### config.mk
export PLATFORM = sky130hd
export DESIGN_NAME = vec_expander
export DESIGN_NICKNAME = d
export VERILOG_FILES = /design/src/rtl/vexp_pkg.sv /design/src/rtl/vexp_len_reg.sv /design/src/rtl/vexp_seq.sv /design/src/rtl/vexp_fifo.sv /design/src/rtl/vec_expander.sv
export SDC_FILE = /design/constraint.sdc
export NUM_CORES = 1
export LEC_CHECK = 0
export ABC_AREA = 1
export BUFFER_PORTS_ARGS = -buffer_cell sky130_fd_sc_hd__buf_2
export CORE_ASPECT_RATIO = 1.5
export CORE_UTILIZATION = 50
export CTS_BUF_LIST = sky130_fd_sc_hd__clkbuf_8
export CTS_CLUSTER_SIZE = 30
export DETAILED_ROUTE_END_ITERATION = 8
export PLACE_DENSITY = 0.75
export SLEW_MARGIN = 20
export SYNTH_ARGS = -nofsm -noshare
export SYNTH_HDL_FRONTEND = slang
export SYNTH_HIERARCHICAL = 1
export SYNTH_SLANG_ARGS = --single-unit
### constraint.sdc
create_clock -name clk -period 2.9 [get_ports clk]
set_clock_uncertainty 0.2 [all_clocks]
set_input_delay 0.29 -clock clk [delete_from_list [all_inputs] [get_ports clk]]
set_output_delay 0.29 -clock clk [all_outputs]
set_load 0.05 [all_outputs]
### src/rtl/vexp_pkg.sv
package vexp_pkg;

    localparam int NREG = 32;
    localparam int RIDX = $clog2(NREG);
    localparam int TAGW = 4;

    typedef logic [RIDX-1:0] reg_t;

    typedef enum logic [1:0] {
        K_ALU    = 2'd0,
        K_JREG   = 2'd1,
        K_SETLEN = 2'd2,
        K_ALT    = 2'd3
    } kind_e;

    typedef enum logic [1:0] {
        EXC_NONE  = 2'd0,
        EXC_VJUMP = 2'd1,
        EXC_RANGE = 2'd2
    } exc_e;

    typedef struct packed {
        logic [TAGW-1:0] tag;
        reg_t            rd;
        reg_t            rs1;
        reg_t            rs2;
    } elem_t;

    // True when a run of n registers starting at r stays inside the file,
    // or when the operand is scalar and never advances.
    function automatic logic span_ok(reg_t r, logic is_vec, int n);
        return !is_vec || (int'(r) + n <= NREG);
    endfunction

endpackage

### src/rtl/vexp_len_reg.sv
module vexp_len_reg
    import vexp_pkg::*;
#(
    parameter int MAXVL = 8,
    parameter int AVLW  = 8,
    parameter int VLW   = $clog2(MAXVL + 1)
) (
    input  logic            clk,
    input  logic            rst,
    input  logic            set_en,
    input  logic [AVLW-1:0] set_avl,
    output logic [VLW-1:0]  vl,
    output logic            len_valid,
    output logic [VLW-1:0]  len_value
);

    logic [VLW-1:0] clamped;

    always_comb begin
        if (set_avl > AVLW'(MAXVL)) clamped = VLW'(MAXVL);
        else                        clamped = VLW'(set_avl);
    end

    always_ff @(posedge clk) begin
        if (rst) begin
            vl        <= VLW'(1);
            len_valid <= 1'b0;
            len_value <= '0;
        end else begin
            len_valid <= set_en;
            if (set_en) begin
                vl        <= clamped;
                len_value <= clamped;
            end
        end
    end

    assert_vl_bound_R2: assert property (@(posedge clk) disable iff (rst)
        int'(vl) <= MAXVL);

    assert_len_match_R2: assert property (@(posedge clk) disable iff (rst)
        len_valid |-> (len_value == vl));

endmodule

### src/rtl/vexp_seq.sv
module vexp_seq
    import vexp_pkg::*;
#(
    parameter int MAXVL = 8,
    parameter int VLW   = $clog2(MAXVL + 1)
) (
    input  logic            clk,
    input  logic            rst,
    input  logic [NREG-1:0] vec_map,
    input  logic [VLW-1:0]  vl,
    input  logic            in_valid,
    input  kind_e           in_kind,
    input  elem_t           in_el,
    output logic            in_ready,
    output logic            set_en,
    output logic            el_valid,
    output elem_t           el_data,
    input  logic            el_take,
    output logic            exc_valid,
    output exc_e            exc_cause
);

    logic           busy;
    elem_t          base;
    logic [2:0]     vflag;      // {rd, rs1, rs2}
    logic [VLW-1:0] idx;
    logic [VLW-1:0] last;

    logic           acc;
    logic           f_rd, f_rs1, f_rs2, any_vec, span_bad;
    logic           st_go;
    logic [2:0]     st_flags;
    logic [VLW-1:0] st_last;
    exc_e           exc_n;
    logic           push;
    logic [VLW-1:0] step;

    assign in_ready = !busy;
    assign acc      = in_valid && !busy;
    assign set_en   = acc && (in_kind == K_SETLEN);

    always_comb begin
        f_rd     = vec_map[in_el.rd];
        f_rs1    = vec_map[in_el.rs1];
        f_rs2    = vec_map[in_el.rs2];
        any_vec  = f_rd | f_rs1 | f_rs2;
        span_bad = !span_ok(in_el.rd,  f_rd,  int'(vl)) ||
                   !span_ok(in_el.rs1, f_rs1, int'(vl)) ||
                   !span_ok(in_el.rs2, f_rs2, int'(vl));
    end

    always_comb begin
        st_go    = 1'b0;
        st_flags = 3'b000;
        st_last  = '0;
        exc_n    = EXC_NONE;
        if (acc) begin
            case (in_kind)
                K_JREG: begin
                    if (f_rs1) exc_n = EXC_VJUMP;
                    else       st_go = 1'b1;
                end
                K_SETLEN: ;
                default: begin
                    if (!any_vec) begin
                        st_go = 1'b1;
                    end else if (span_bad) begin
                        exc_n = EXC_RANGE;
                    end else if (vl != '0) begin
                        st_go    = 1'b1;
                        st_flags = {f_rd, f_rs1, f_rs2};
                        st_last  = vl - VLW'(1);
                    end
                end
            endcase
        end
    end

    assign push     = busy && el_take;
    assign el_valid = busy;
    assign step     = idx;

    always_comb begin
        el_data     = base;
        el_data.rd  = base.rd  + (vflag[2] ? RIDX'(step) : '0);
        el_data.rs1 = base.rs1 + (vflag[1] ? RIDX'(step) : '0);
        el_data.rs2 = base.rs2 + (vflag[0] ? RIDX'(step) : '0);
    end

    always_ff @(posedge clk) begin
        if (rst) begin
            busy      <= 1'b0;
            base      <= '0;
            vflag     <= 3'b000;
            idx       <= '0;
            last      <= '0;
            exc_valid <= 1'b0;
            exc_cause <= EXC_NONE;
        end else begin
            exc_valid <= (exc_n != EXC_NONE);
            exc_cause <= exc_n;
            if (st_go) begin
                busy  <= 1'b1;
                base  <= in_el;
                vflag <= st_flags;
                idx   <= '0;
                last  <= st_last;
            end else if (push) begin
                if (idx == last) busy <= 1'b0;
                else             idx  <= idx + VLW'(1);
            end
        end
    end

    assert_exc_after_accept_R5: assert property (@(posedge clk) disable iff (rst)
        exc_valid |-> $past(acc));

    assert_range_keeps_ready_R6: assert property (@(posedge clk) disable iff (rst)
        (acc && (in_kind == K_ALU || in_kind == K_ALT) && any_vec && span_bad) |=> in_ready);

    assert_stall_holds_R8: assert property (@(posedge clk) disable iff (rst)
        (busy && !el_take) |=> (busy && $stable(idx)));

endmodule

### src/rtl/vexp_fifo.sv
module vexp_fifo
    import vexp_pkg::*;
#(
    parameter int DEPTH = 4
) (
    input  logic  clk,
    input  logic  rst,
    input  logic  push,
    input  elem_t din,
    output logic  full,
    output logic  out_valid,
    input  logic  out_ready,
    output elem_t dout
);

    localparam int PW = (DEPTH > 1) ? $clog2(DEPTH) : 1;
    localparam int CW = $clog2(DEPTH + 1);

    elem_t         mem [DEPTH];
    logic [PW-1:0] wp, rp;
    logic [CW-1:0] cnt;
    logic          pop;

    assign full      = (cnt == CW'(DEPTH));
    assign out_valid = (cnt != '0);
    assign dout      = mem[rp];
    assign pop       = out_valid && out_ready;

    always_ff @(posedge clk) begin
        if (push) mem[wp] <= din;
    end

    always_ff @(posedge clk) begin
        if (rst) begin
            wp  <= '0;
            rp  <= '0;
            cnt <= '0;
        end else begin
            if (push) wp <= (wp == PW'(DEPTH - 1)) ? '0 : wp + PW'(1);
            if (pop)  rp <= (rp == PW'(DEPTH - 1)) ? '0 : rp + PW'(1);
            case ({push, pop})
                2'b10:   cnt <= cnt + CW'(1);
                2'b01:   cnt <= cnt - CW'(1);
                default: cnt <= cnt;
            endcase
        end
    end

    assert_no_overflow_R8: assert property (@(posedge clk) disable iff (rst)
        int'(cnt) <= DEPTH);

    assert_head_hold_R8: assert property (@(posedge clk) disable iff (rst)
        (out_valid && !out_ready) |=> (out_valid && $stable(dout)));

endmodule

### src/rtl/vec_expander.sv
module vec_expander
    import vexp_pkg::*;
#(
    parameter int MAXVL = 8,
    parameter int DEPTH = 4,
    parameter int AVLW  = 8,
    localparam int VLW  = $clog2(MAXVL + 1)
) (
    input  logic            clk,
    input  logic            rst,
    input  logic [31:0]     vec_map,
    input  logic            in_valid,
    output logic            in_ready,
    input  logic [1:0]      in_kind,
    input  logic [3:0]      in_tag,
    input  logic [4:0]      in_rd,
    input  logic [4:0]      in_rs1,
    input  logic [4:0]      in_rs2,
    input  logic [AVLW-1:0] in_avl,
    output logic            out_valid,
    input  logic            out_ready,
    output logic [3:0]      out_tag,
    output logic [4:0]      out_rd,
    output logic [4:0]      out_rs1,
    output logic [4:0]      out_rs2,
    output logic            exc_valid,
    output logic [1:0]      exc_cause,
    output logic            len_valid,
    output logic [VLW-1:0]  len_value,
    output logic [VLW-1:0]  vl
);

    elem_t in_el, el_data, head;
    logic  set_en, el_valid, full;
    exc_e  cause;

    always_comb begin
        in_el.tag = in_tag;
        in_el.rd  = in_rd;
        in_el.rs1 = in_rs1;
        in_el.rs2 = in_rs2;
    end

    vexp_len_reg #(.MAXVL(MAXVL), .AVLW(AVLW), .VLW(VLW)) u_len (
        .clk       (clk),
        .rst       (rst),
        .set_en    (set_en),
        .set_avl   (in_avl),
        .vl        (vl),
        .len_valid (len_valid),
        .len_value (len_value)
    );

    vexp_seq #(.MAXVL(MAXVL), .VLW(VLW)) u_seq (
        .clk       (clk),
        .rst       (rst),
        .vec_map   (vec_map),
        .vl        (vl),
        .in_valid  (in_valid),
        .in_kind   (kind_e'(in_kind)),
        .in_el     (in_el),
        .in_ready  (in_ready),
        .set_en    (set_en),
        .el_valid  (el_valid),
        .el_data   (el_data),
        .el_take   (!full),
        .exc_valid (exc_valid),
        .exc_cause (cause)
    );

    vexp_fifo #(.DEPTH(DEPTH)) u_fifo (
        .clk       (clk),
        .rst       (rst),
        .push      (el_valid && !full),
        .din       (el_data),
        .full      (full),
        .out_valid (out_valid),
        .out_ready (out_ready),
        .dout      (head)
    );

    assign exc_cause = cause;
    assign out_tag   = head.tag;
    assign out_rd    = head.rd;
    assign out_rs1   = head.rs1;
    assign out_rs2   = head.rs2;

endmodule

==> metrics.cfg <==
[die]
initial_utilization_pct=51.6
num_rows=53
coreArea_mm2=0.0141
die-area_mm2=0.0151
ios=98
dieWidth_um=101
dieHeight_um=150

[placement]
port_buffers=97
place_congestion=0.919
place_hpwl_mm=12.3

[power]
p_leak_nw=3.93
p_total_w=0.00563
peakVddDrop_mv=0.371
power_density_mw_per_mm2=669

[detailed_routing]
drtPass1Iterations=5
routedWlPerCell_um=13.8
drc_errors=0
drtIter0Drc=367
drt-vias-per-instance=5.19
routed-via-count=6244
postRouteAntennaNets=0
drt-total-wl_mm=16.6

[sta]
tns_ns=0
finalSetupViolCount=0
relSlewSlack_pct=59.3
grt_setup_unrepaired=false
fin_crit_sh_pct=91.6
slew_violations=0
tightest_slew_ns=0.609
fmax_mhz=376
fin_crit_ns=2.66
hold_violations=0

[grt]
track_usage_pct=23.2
grt_pass1_wl_mm=27.0
grt_start_max_net_pins=43
overflow=0
first_global_vias=5757
antenna_found_initial=0

[worst_setup_path]
crit_required_ns=3.08
arrival_ns=2.84
crit_top_cell=dlygate4sd3_1
cp_max_fo=6
worstSetupStartpointType=register
cpPeakStageDelay_ns=0.61
crit_cells=9
cp_top_family=buffers and inverters
ff2ff_path_depth=9
crit_chain=inv_1, nand2_1, nor2_1, inv_2, nor2_4, nand3_2, dlygate4sd3_1, a21oi_2, dlygate4sd3_1
endpoint_kind=register
crit_path_top_delay_cell=dlygate4sd3_1
critPathKind=register to register
cp_num_buf_inv=4

[synth]
synth_warnings=6
synth_top_flop_cell=edfxtp_1
syn_area_mm2=0.00728
synth_area_leaders=edfxtp_1 31%, dfxtp_1 13%, nand2_1 8.9%
synth.top_cell.area_share_pct=31.3
syn_area_per_cell_um2=8.15
ys_ff_latch=125
yosysTopAreaCell=edfxtp_1
synth-edff-count=76
synthArstFlopShare_pct=0
synthCells=893
synth_nets=1000
seq_area_frac_synth_pct=44.8
synth.distinct_cells=38

[layout]
nets=1105
fillCellCount=1231
antennaDiodeCount=0
final_common_cell=nand2_1
drive_gt1_share_pct=16.9
utilization_pct=59.6
layout_common_cells=173 x nand2_1, 108 x inv_1, 101 x nand3_1
area_delta_synth_final_pct=15.6

[run]
cap_viol_max_count=0

[min_path]
hold_depth=5
hold_class=input pin to register

[cts]
cts.sinks=125
clockBufferDepth=2
numCtsBuffers=17
root_buffer=clkbuf_8
post_cts_buffers=0
cts_tree=yes
insertion_delay_ns=0.43
path_clk_slew_ns=0.08
cts_max_level=4

[outcome]
status=finished clean

flip-flops by register name, indices dropped and copies added, names as in the netlist, 2 cells and up, named ones only:
register	flops
u_fifo/mem	76
u_seq/base	15
u_len/vl	4
u_seq/el_data	4
u_seq/idx	4
u_seq/last	4
u_fifo/cnt	3
u_seq/vflag	3
u_fifo/rp	2
u_fifo/wp	2
u_seq/exc_cause	2
per-layer routing:
metal / track usage (%) / share of wire (%)
met2: 43.3 / 54
met1: 24.4 / 37
met4: 11.4 / 3.0
met3: 4.39 / 5.3
met5: 0 / 0
synthesized netlist by cell type (7+ instances only):
| cell type | n |
|---|---|
| nand3_1 | 101 |
| buf_4 | 11 |
| dfxtp_1 | 49 |
| inv_2 | 7 |
| xnor2_1 | 10 |
| buf_2 | 19 |
| edfxtp_1 | 76 |
| nand4_1 | 11 |
| a21oi_1 | 53 |
| o21ai_0 | 51 |
| inv_1 | 108 |
| o22ai_1 | 19 |
| nand3b_1 | 7 |
| fa_1 | 7 |
| nand2_1 | 173 |
| xor2_1 | 9 |
| o211ai_1 | 15 |
| nor2_1 | 96 |
| ha_1 | 35 |
power breakdown:
part           switching, W  total [W]  internal, W
clock network      0.000700    0.00147     0.000773
logic               0.00149    0.00204     0.000555
registers         0.0000911    0.00212      0.00202
total               0.00228    0.00563      0.00335
kinds of logic after synthesis:
group | synth area share [%]
buf+inv | 9.78
mux | 0.137
simple gates | 24.1
fa+ha+maj | 7.94
compound gates | 10.9
flops | 44.8
xor+xnor | 2.29
tightest hold or removal path, cell delays in order:
cell and delay, ns:
buf_2 0.13, inv_1 0.07, nand3_1 0.07, nand2_1 0.06, nor2_1 0.03
final timing paths:
kind                       start            endpoint  slack, ns
setup / recovery  u_seq/el_valid  u_len/len_value[0]       0.24
hold / removal         in_rs1[4]       u_seq/base[9]       0.06
hold reg to reg    u_seq/last[0]       u_seq/last[0]       0.29
setup reg to reg  u_seq/el_valid  u_len/len_value[0]       0.24
layout make-up:
class / count / area (um^2) / area share, %
clock inverters: 15 / 160 / 1.90
multi-input cells: 609 / 3310 / 39.3
flip-flops and latches: 125 / 3260 / 38.8
clock buffers: 17 / 234 / 2.78
inverters: 116 / 435 / 5.17
repair buffers: 129 / 774 / 9.20
well taps: 192 / 240 / 2.85
repair_timing:
item,CTS,global route
endpoints found under the hold margin,18,0
endpoints found under the setup margin,0,16
gates resized for setup,0,2
hold buffers,13,0
metrics by stage:
stage                     hold slack [ns]  area, um^2  setup WS (ns)  std cells
after floorplan                     0.152        7280         0.0996        893
after global placement              0.267        7890          0.263       1158
after detailed placement            0.268        7890          0.181       1158
after CTS                          0.0387        8410          0.166       1203
after global routing               0.0516        8420        0.00647       1203
final                              0.0597        8420          0.243       1203
Note: power is estimated with default switching activity, not from simulation.
